File: config.mk
export PLATFORM = sky130hd
export DESIGN_NAME = load_use_stall
export DESIGN_NICKNAME = d
export VERILOG_FILES = /design/src/rtl/lus_pkg.sv /design/src/rtl/lus_reg_match.sv /design/src/rtl/lus_hazard_detect.sv /design/src/rtl/lus_bubble_mux.sv /design/src/rtl/load_use_stall.sv
export SDC_FILE = /design/constraint.sdc
export NUM_CORES = 1
export LEC_CHECK = 0
export ABC_AREA = 1
export BUFFER_PORTS_ARGS = -buffer_cell sky130_fd_sc_hd__buf_2
export CAP_MARGIN = 20
export CORE_AREA = 3 3 40 42
export DETAILED_ROUTE_END_ITERATION = 10
export DIE_AREA = 0 0 43 45
export PLACE_DENSITY_LB_ADDON = 0.3
export SLEW_MARGIN = 20
export SYNTH_ARGS = -nofsm -noshare
export SYNTH_HDL_FRONTEND = slang
export SYNTH_SLANG_ARGS = --single-unit
File: constraint.sdc
create_clock -name vclk -period 1.7
set_clock_uncertainty 0.2 [all_clocks]
set_input_delay 0.34 -clock vclk [all_inputs]
set_output_delay 0.34 -clock vclk [all_outputs]
set_load 0.05 [all_outputs]
File: src/rtl/lus_pkg.sv
package lus_pkg;

   localparam int CTRL_W = 9;

   typedef struct packed {
      logic [1:0] alu_op;
      logic       alu_src;
      logic       reg_dst;
      logic       branch;
      logic       mem_write;
      logic       mem_read;
      logic       mem_to_reg;
      logic       reg_write;
   } ctrl_word_t;

   localparam ctrl_word_t CTRL_BUBBLE = '0;

endpackage

File: src/rtl/lus_reg_match.sv
module lus_reg_match #(
   parameter int REG_AW    = 5,
   parameter bit SKIP_ZERO = 1'b0
) (
   input  logic [REG_AW-1:0] dest,
   input  logic [REG_AW-1:0] src,
   output logic              hit
);

   generate
      if (SKIP_ZERO) begin : g_skip_zero
         assign hit = (dest == src) && (|dest);
      end else begin : g_plain
         assign hit = (dest == src);
      end
   endgenerate

endmodule

File: src/rtl/lus_hazard_detect.sv
module lus_hazard_detect #(
   parameter int REG_AW    = 5,
   parameter int NUM_SRC   = 2,
   parameter bit SKIP_ZERO = 1'b0
) (
   input  logic              ex_is_load,
   input  logic [REG_AW-1:0] ex_dest,
   input  logic [REG_AW-1:0] id_srcs [NUM_SRC],
   output logic              stall
);

   logic [NUM_SRC-1:0] hits;

   generate
      for (genvar i = 0; i < NUM_SRC; i++) begin : g_src
         lus_reg_match #(
            .REG_AW    (REG_AW),
            .SKIP_ZERO (SKIP_ZERO)
         ) u_match (
            .dest (ex_dest),
            .src  (id_srcs[i]),
            .hit  (hits[i])
         );
      end
   endgenerate

   assign stall = ex_is_load && (|hits);

   always_comb begin
      if (!ex_is_load) begin
         AST_NO_LOAD_NO_STALL: assert (!stall) else $error("stall without load");
      end
   end

endmodule

File: src/rtl/lus_bubble_mux.sv
module lus_bubble_mux
   import lus_pkg::*;
(
   input  logic       bubble,
   input  ctrl_word_t ctrl_in,
   output ctrl_word_t ctrl_out
);

   assign ctrl_out = bubble ? CTRL_BUBBLE : ctrl_in;

endmodule

File: src/rtl/load_use_stall.sv
module load_use_stall
   import lus_pkg::*;
#(
   parameter int REG_AW         = 5,
   parameter bit SKIP_ZERO_DEST = 1'b0
) (
   input  logic              ex_is_load,
   input  logic [REG_AW-1:0] ex_dest_reg,
   input  logic [REG_AW-1:0] id_src_a,
   input  logic [REG_AW-1:0] id_src_b,
   input  logic [CTRL_W-1:0] id_ctrl_in,
   output logic              pc_wr_en,
   output logic              ifid_wr_en,
   output logic              bubble_sel,
   output logic [CTRL_W-1:0] idex_ctrl_out
);

   localparam int NUM_SRC = 2;

   generate
      if (REG_AW < 1 || REG_AW > 8) begin : g_bad_aw
         $error("REG_AW must lie in 1..8");
      end
      if ($bits(ctrl_word_t) != CTRL_W) begin : g_bad_ctrl
         $error("control word width mismatch");
      end
   endgenerate

   logic              stall;
   logic [REG_AW-1:0] srcs [NUM_SRC];
   ctrl_word_t        ctrl_dec;
   ctrl_word_t        ctrl_sel;

   assign srcs[0]  = id_src_a;
   assign srcs[1]  = id_src_b;
   assign ctrl_dec = ctrl_word_t'(id_ctrl_in);

   lus_hazard_detect #(
      .REG_AW    (REG_AW),
      .NUM_SRC   (NUM_SRC),
      .SKIP_ZERO (SKIP_ZERO_DEST)
   ) u_detect (
      .ex_is_load (ex_is_load),
      .ex_dest    (ex_dest_reg),
      .id_srcs    (srcs),
      .stall      (stall)
   );

   lus_bubble_mux u_mux (
      .bubble   (stall),
      .ctrl_in  (ctrl_dec),
      .ctrl_out (ctrl_sel)
   );

   assign pc_wr_en      = ~stall;
   assign ifid_wr_en    = ~stall;
   assign bubble_sel    = stall;
   assign idex_ctrl_out = CTRL_W'(ctrl_sel);

   always_comb begin
      AST_FREEZE_PAIR: assert (pc_wr_en == ifid_wr_en) else $error("enables disagree");
      AST_SEL_MATCHES_HOLD: assert (bubble_sel == !pc_wr_en) else $error("select vs hold");
      if (!pc_wr_en) begin
         AST_BUBBLE_ZERO: assert (idex_ctrl_out == '0) else $error("bubble not zero");
      end else begin
         AST_CTRL_PASS: assert (idex_ctrl_out == id_ctrl_in) else $error("control altered");
      end
      if (ex_is_load && (ex_dest_reg == id_src_a) && (!SKIP_ZERO_DEST || ex_dest_reg != '0)) begin
         AST_MATCH_A_STALLS: assert (!pc_wr_en) else $error("missed hazard on src a");
      end
      if (ex_is_load && (ex_dest_reg == id_src_b) && (!SKIP_ZERO_DEST || ex_dest_reg != '0)) begin
         AST_MATCH_B_STALLS: assert (!pc_wr_en) else $error("missed hazard on src b");
      end
   end

endmodule

==> summary.json, run 1 <==
{
  "timing_worst_slew_pin_value_ns": 0.3953,
  "crit_share_post_route_pct": 108.5,
  "area_growth_pct": 144.6,
  "drt_first_pass_iters": 1,
  "synth_fp_nets": 91,
  "grt_start_max_net_pins": 11,
  "postSynthAreaPerCell_um2": 4.758,
  "drive_above_1_share_pct": 64.71,
  "finalWeightedCongestion": 0.5998,
  "synthDominantCellAreaShare_pct": 20.32,
  "totalNegativeSetupSlack_ns": -1.438,
  "grt_pass1_wl_um": 1573,
  "grt_antenna_before_repair": 0,
  "post_synth_main_area_contributors": "sky130_fd_sc_hd__inv_1, sky130_fd_sc_hd__nand2_1, sky130_fd_sc_hd__a21oi_1",
  "dpl-instance-area_um2": 536.8,
  "power_density_mw_per_mm2": 325.5,
  "cts.hold.buffers_added": 0,
  "avgRoutedWirePerCell_um": 10.44,
  "nClkBuffers": 0,
  "vias_in_the_first_global_route": 365,
  "detail_route.vias_per_cell": 4.179,
  "p_leak_nw": 0.4395,
  "critical_path.endpoint_type": "primary output",
  "core_area_mm2": 0.001285,
  "path_cells": "buf_2 > xnor2_1 > nand3_4 > nand2_8 > nand2_4 > buf_4",
  "mappedNetlistArea_um2": 314.1,
  "final-max-slew-violation-count": 0,
  "critical_path_required_ns": 1.16,
  "max-cap-violations": 0,
  "grt_residual_overflow": 0,
  "status": "complete, but fails checks",
  "setup.worst_path.class": "input pin to primary output",
  "max_stage_delay_ns": 0.26,
  "hold_violations": 0,
  "unrepaired_setup_endpoints_after_global_routing": "true",
  "crit_slowest_cell": "sky130_fd_sc_hd__xnor2_1",
  "synth_largest_area_cell": "sky130_fd_sc_hd__inv_1",
  "timing.critical_path.fanout_max": 5,
  "drtIter0Drc": 0,
  "post-route-min-period_ns": 1.844,
  "gr-usage-all-layers_pct": 10.28,
  "fin_area_um2": 768.2,
  "synth_seq_area_share_pct": 0,
  "fp-row-count": 13,
  "antenna_cells": 0,
  "post_synth_num_cell_types": 11,
  "critical_path.top_delay_family": "simple AND/OR/NAND/NOR gates",
  "via_count": 489,
  "fmaxAchievable_ghz": 0.5423,
  "number_of_flip_flops_and_latches": 0,
  "ports_placed_on_the_boundary": 37,
  "critPathArrivalTime_ns": 1.30,
  "layoutNonFillerInstCount": 117,
  "register_area_um2": 0,
  "setup_viol": 12,
  "die_width_um": 43,
  "critPathBufInv": 2,
  "drcViolationCount": 0,
  "worst_slack_ns": -0.1442,
  "synth.top_cells.by_count": "sky130_fd_sc_hd__inv_1, sky130_fd_sc_hd__nand2_1, sky130_fd_sc_hd__a21oi_1, sky130_fd_sc_hd__nor2_1, sky130_fd_sc_hd__inv_2",
  "die_area_mm2": 0.001935,
  "relSlewSlack_pct": 73.65,
  "setup.worst_path.start_class": "input pin",
  "die_h_um": 45,
  "antenna_violating_nets_post_route": 0,
  "routed_wl_um": 1222,
  "violations": "negative setup slack",
  "fin_nets": 129,
  "worstHoldPathType": "input pin to primary output",
  "io_buffer_count": 37,
  "place_inst": 116,
  "fill_cells": 134,
  "vdd_ir_drop_max_mv": 0.1117,
  "effective_utilization_at_floorplan_pct": 24.44,
  "synth_cells": 66,
  "place_hpwl_um": 770.1,
  "synth_warnings": 0
}
## cell type report
type,count,area (um^2),share of cell area (%)
tap,15,18.77,2.443
timing repair buffer,37,312.8,40.72
multi-input combinational,44,355.3,46.25
inverter,21,81.33,10.59
## placed cells by master, fill, tap and decap left out
| cell type | instances |
|---|---|
| sky130_fd_sc_hd__inv_4 | 1 |
| sky130_fd_sc_hd__nand2_4 | 1 |
| sky130_fd_sc_hd__nand2_2 | 4 |
| sky130_fd_sc_hd__nor2_4 | 1 |
| sky130_fd_sc_hd__inv_2 | 3 |
| sky130_fd_sc_hd__buf_4 | 2 |
| sky130_fd_sc_hd__nor2_2 | 5 |
| sky130_fd_sc_hd__inv_1 | 17 |
| sky130_fd_sc_hd__a21oi_4 | 4 |
| sky130_fd_sc_hd__nor2_1 | 2 |
| sky130_fd_sc_hd__buf_6 | 18 |
| sky130_fd_sc_hd__nand2_1 | 16 |
| sky130_fd_sc_hd__xnor2_1 | 1 |
| sky130_fd_sc_hd__nand3_4 | 2 |
| sky130_fd_sc_hd__a21oi_2 | 5 |
| sky130_fd_sc_hd__nand2_8 | 2 |
| sky130_fd_sc_hd__xnor2_2 | 1 |
| sky130_fd_sc_hd__buf_8 | 1 |
| sky130_fd_sc_hd__buf_2 | 16 |
## timing repair
| action | CTS | global route |
|---|---|---|
| gates cloned | 1 | 0 |
| setup endpoints to repair | 12 | 12 |
| hold endpoints to repair | 0 | 0 |
| setup buffers | 0 | 0 |
| resized for setup | 31 | 19 |
| pin swaps | 12 | 12 |
## logic make-up after synthesis
group           Yosys count  share of synthesized area, %
compound gates            9                         14.34
xor+xnor                  2                         5.579
buf+inv                  23                         29.88
simple gates             32                         50.20
## through the flow
| step | utilization (%) | power [mW] | worst slack, ns | hold WS, ns |
|---|---|---|---|---|
| final | 59.79 | 0.2501 | -0.1442 | 0.8031 |
| after global routing | 59.79 | 0.2647 | -0.1962 | 0.8163 |
| after CTS | 51.02 | 0.2155 | -0.09454 | 0.8031 |
| after detailed placement | 41.77 | 0.1795 | -0.1916 | 0.8536 |
| after global placement | 41.77 | 0.1772 | -0.1728 | 0.8524 |
| after floorplan | - | 0.1267 | -0.07534 | 0.6277 |
## where the power goes
| part | internal [mW] | switching (mW) | leakage, nW |
|---|---|---|---|
| sequential | 0 | 0 | 0 |
| combinational | 0.102 | 0.148 | 0.439 |
| clock | 0 | 0 | 0 |
## tightest hold or removal path: cells and delay by family
family          cells  cell delay, ns
compound gates      1            0.03
buf+inv             3            0.28
## worst paths after layout
path | cells after the start | slack [ns] | startpoint | end
worst min-delay path | 4 | 0.80 | id_ctrl_in[8] | idex_ctrl_out[8]
worst max-delay path | 6 | -0.14 | ex_dest_reg[4] | ifid_wr_en
## per-layer routing
layer  up-vias  track usage (%)  share of wire [%]
met5         -                0                  0
met4         0            1.205                  0
met3         0           0.7968                6.0
met2        18            20.96                 63
met1       208            11.90                 31
li1        263                -                  -
(Power assumes the default switching activity.)
==> run 2: changes to the inputs <==
ABC_AREA = not set   (was 1)
CAP_MARGIN = not set   (was 20)
==> run 2 against run 1 <==
Effect of this change: the run still ends with negative setup slack left; critical path type unchanged; synthesized cell count down 41%; first-iteration DRC count unchanged; die area unchanged.
==> summary.json, run 2 <==
{
  "die_area": {"value": 0.001935, "unit": "mm^2", "change": "unchanged"},
  "setup.worst_path.start_class": "input pin",
  "total_power": {"value": 0.3117, "unit": "mW", "change": "+25%"},
  "fmaxAchievable": {"value": 0.5001, "unit": "GHz", "change": "-7.8%"},
  "synth.top_cells.by_count": "sky130_fd_sc_hd__inv_1, sky130_fd_sc_hd__a221oi_2, sky130_fd_sc_hd__xor2_1, sky130_fd_sc_hd__buf_6",
  "synthDominantCellAreaShare": {"value": 31.68, "unit": "%", "change": "+11 points"},
  "via_count": {"value": 419, "change": "-14%"},
  "place_hpwl": {"value": 975, "unit": "um", "change": "+27%"},
  "postSynthAreaPerCell": {"value": 9.721, "unit": "um^2", "change": "+100%"},
  "max-cap-violations": {"value": 0, "change": "unchanged"},
  "synth_largest_area_cell": "sky130_fd_sc_hd__a221oi_2",
  "fin_nets": {"value": 103, "change": "-20%"},
  "critical_path.top_delay_family": "buffers and inverters",
  "status": "complete, but fails checks",
  "share_of_synthesized_cell_area_in_full_adder_half_adder_and_majority_cells": {"value": 0, "unit": "%", "change": "unchanged"},
  "antenna_cells": {"value": 0, "change": "unchanged"},
  "critical_path.endpoint_type": "primary output",
  "cts.hold.buffers_added": {"value": 0, "change": "unchanged"},
  "antenna_violating_nets_post_route": {"value": 0, "change": "unchanged"},
  "synthMostInstantiatedCell": "sky130_fd_sc_hd__inv_1",
  "fin_area": {"value": 927.1, "unit": "um^2", "change": "+21%"},
  "synth_simple_gate_area_share": {"value": 14.52, "unit": "%", "change": "-36 points"},
  "hold_violations": {"value": 0, "change": "unchanged"},
  "detail_route.vias_per_cell": {"value": 4.604, "change": "+10%"},
  "register_area": {"value": 0, "unit": "um^2", "change": "unchanged"},
  "drcViolationCount": {"value": 0, "change": "unchanged"},
  "muxShareOfSynthArea": {"value": 0, "unit": "%", "change": "unchanged"},
  "fill_cells": {"value": 94, "change": "-30%"},
  "max_stage_delay": {"value": 0.34, "unit": "ns", "change": "+0.08 ns"},
  "post-route-min-period": {"value": 2.000, "unit": "ns", "change": "+0.1556 ns"},
  "post-cts-setup-buffers": {"value": 0, "change": "unchanged"},
  "dominant_combinational_cell_family_by_area_after_synthesis": "compound AO/OA/AOI/OAI gates",
  "die_width": {"value": 43, "unit": "um", "change": "unchanged"},
  "timing.critical_path.fanout_max": {"value": 6, "change": "+1"},
  "area_growth": {"value": 144.6, "unit": "%", "change": "about the same"},
  "cp.depth": {"value": 6, "change": "unchanged"},
  "ports_placed_on_the_boundary": {"value": 37, "change": "unchanged"},
  "drt_first_pass_iters": {"value": 1, "change": "unchanged"},
  "p_leak": {"value": 0.3964, "unit": "nW", "change": "-9.8%"},
  "complex_gate_fraction_of_the_synthesized_area": {"value": 40.59, "unit": "%", "change": "+26 points"},
  "synth_warnings": {"value": 0, "change": "unchanged"},
  "final_cell_mix": "sky130_fd_sc_hd__buf_2, sky130_fd_sc_hd__buf_6, sky130_fd_sc_hd__inv_1, sky130_fd_sc_hd__a221oi_4, sky130_fd_sc_hd__xor2_4",
  "synth_cells": {"value": 39, "change": "-41%"},
  "xor_xnor_cell_area_share_of_the_yosys_netlist": {"value": 23.10, "unit": "%", "change": "+18 points"},
  "number_of_cells_on_the_worst_hold_path": {"value": 4, "change": "unchanged"},
  "path_cells": "buf_8 > xor2_4 > nor4_4 > buf_6 > a22oi_2 > buf_6",
  "worstHoldPathType": "input pin to primary output",
  "worst_slack": {"value": -0.2998, "unit": "ns", "change": "-0.1556 ns"},
  "relSlewSlack": {"value": 80.63, "unit": "%", "change": "+7.0 points"},
  "die_h": {"value": 45, "unit": "um", "change": "unchanged"},
  "crit_top_cell": "sky130_fd_sc_hd__buf_6",
  "critPathBufInv": {"value": 3, "change": "+1"},
  "synth_fp_nets": {"value": 64, "change": "-30%"},
  "unrepaired_setup_endpoints_after_global_routing": "true",
  "io_buffer_count": {"value": 37, "change": "unchanged"},
  "finalCoreUtilization": {"value": 72.15, "unit": "%", "change": "+12 points"},
  "mappedNetlistArea": {"value": 379.1, "unit": "um^2", "change": "+21%"},
  "fp-row-count": {"value": 13, "change": "unchanged"},
  "setup_viol": {"value": 12, "change": "unchanged"},
  "final-max-slew-violation-count": {"value": 0, "change": "unchanged"},
  "fin_hold_ws": {"value": 0.8142, "unit": "ns", "change": "+0.01110 ns"},
  "nClkBuffers": {"value": 0, "change": "unchanged"},
  "grt_residual_overflow": {"value": 0, "change": "unchanged"},
  "vias_in_the_first_global_route": {"value": 455, "change": "+25%"},
  "gr-usage-all-layers": {"value": 12.76, "unit": "%", "change": "+2.5 points"},
  "dpl-instance-area": {"value": 800.8, "unit": "um^2", "change": "+49%"},
  "crit_share_post_route": {"value": 117.6, "unit": "%", "change": "+9.2 points"},
  "violations": "negative setup slack",
  "grt_start_max_net_pins": {"value": 12, "change": "+1"},
  "grt_antenna_before_repair": {"value": 0, "change": "unchanged"},
  "finalWeightedCongestion": {"value": 0.6086, "change": "+1.5%"},
  "drive_above_1_share": {"value": 84.21, "unit": "%", "change": "+20 points"},
  "avgRoutedWirePerCell": {"value": 12.31, "unit": "um", "change": "+18%"},
  "routed_wl": {"value": 1120, "unit": "um", "change": "-8.3%"},
  "number_of_flip_flops_and_latches": {"value": 0, "change": "unchanged"},
  "core_area": {"value": 0.001285, "unit": "mm^2", "change": "unchanged"},
  "drtIter0Drc": {"value": 0, "change": "unchanged"},
  "post_synth_num_cell_types": {"value": 11, "change": "unchanged"},
  "timing_worst_slew_pin_value": {"value": 0.2883, "unit": "ns", "change": "-0.1069 ns"},
  "most_common_library_cell_in_the_layout_ignoring_fill_and_taps": "sky130_fd_sc_hd__buf_2",
  "synth_seq_area_share": {"value": 0, "unit": "%", "change": "unchanged"},
  "vdd_ir_drop_max": {"value": 0.2200, "unit": "mV", "change": "+97%"},
  "effective_utilization_at_floorplan": {"value": 29.50, "unit": "%", "change": "+5.1 points"},
  "setup.worst_path.class": "input pin to primary output",
  "post_synth_main_area_contributors": "sky130_fd_sc_hd__a221oi_2, sky130_fd_sc_hd__xor2_1, sky130_fd_sc_hd__nor4_4",
  "grt_pass1_wl": {"value": 1973, "unit": "um", "change": "+25%"},
  "crit_slowest_cell": "sky130_fd_sc_hd__nor4_4",
  "power_density": {"value": 336.1, "unit": "mW/mm^2", "change": "+3.3%"},
  "critPathArrivalTime": {"value": 1.46, "unit": "ns", "change": "+0.16 ns"},
  "critical_path_required": {"value": 1.16, "unit": "ns", "change": "about the same"}
}
-- run 2: cell count changes after synthesis, moves of 3 or more --
| cell | change |
|---|---|
| sky130_fd_sc_hd__a21oi_1 | -9 |
| sky130_fd_sc_hd__a221oi_2 | +8 |
| sky130_fd_sc_hd__buf_6 | +3 |
| sky130_fd_sc_hd__inv_1 | -8 |
| sky130_fd_sc_hd__inv_2 | -4 |
| sky130_fd_sc_hd__nand2_1 | -17 |
| sky130_fd_sc_hd__nand2_2 | -3 |
| sky130_fd_sc_hd__nor2_1 | -7 |
| sky130_fd_sc_hd__xor2_1 | +8 |
-- run 2: what timing repair did --
action	in CTS	in global routing
pin swaps	5	3
endpoints found under the hold margin	0	0
endpoints found under the setup margin	12	12
resized for setup	38	1
-- run 2: path summary, 6_finish.rpt --
kind / endpoint / start / slack (ns)
max: pc_wr_en / id_src_a[4] / -0.30
min: idex_ctrl_out[8] / id_ctrl_in[8] / 0.81
-- run 2: kinds of logic (layout without fill, tap and decap cells) --
logic type                after synthesis  count (layout)
buffers and inverters                  14              51
AOI/OAI and AO/OA                      11              11
and+or+nand+nor                         4               4
xor gates and xnor gates               10              10
-- run 2: area by class of cell --
cell class	instances	area, um^2	area share, %
Multi-Input combinational cell	25	500.5	53.98
Timing Repair Buffer	42	374.1	40.35
Inverter	9	33.78	3.644
Tap cell	15	18.77	2.024
-- run 2: per-layer routing --
metal	up-vias	GRT usage [%]	part of all wire, %
met5	-	0	0
met3	0	0.3984	7.6
li1	210	-	-
met1	188	16.46	33
met2	21	25.15	59
met4	0	0	0
-- run 2: where the power goes --
| group | leakage, nW | internal (mW) | switching [mW] |
|---|---|---|---|
| Combinational | 0.396 | 0.135 | 0.177 |
| Sequential | 0 | 0 | 0 |
| Clock | 0 | 0 | 0 |
| Total | 0.396 | 0.135 | 0.177 |
-- run 2: through the flow --
step / setup WS, ns / instances / setup TNS (ns)
after floorplan: -0.4159 / 39 / -2.426
after global placement: -0.4129 / 91 / -4.536
after detailed placement: -0.4569 / 91 / -4.921
after CTS: -0.3081 / 91 / -3.305
after global routing: -0.3658 / 91 / -3.939
final: -0.2998 / 91 / -3.165
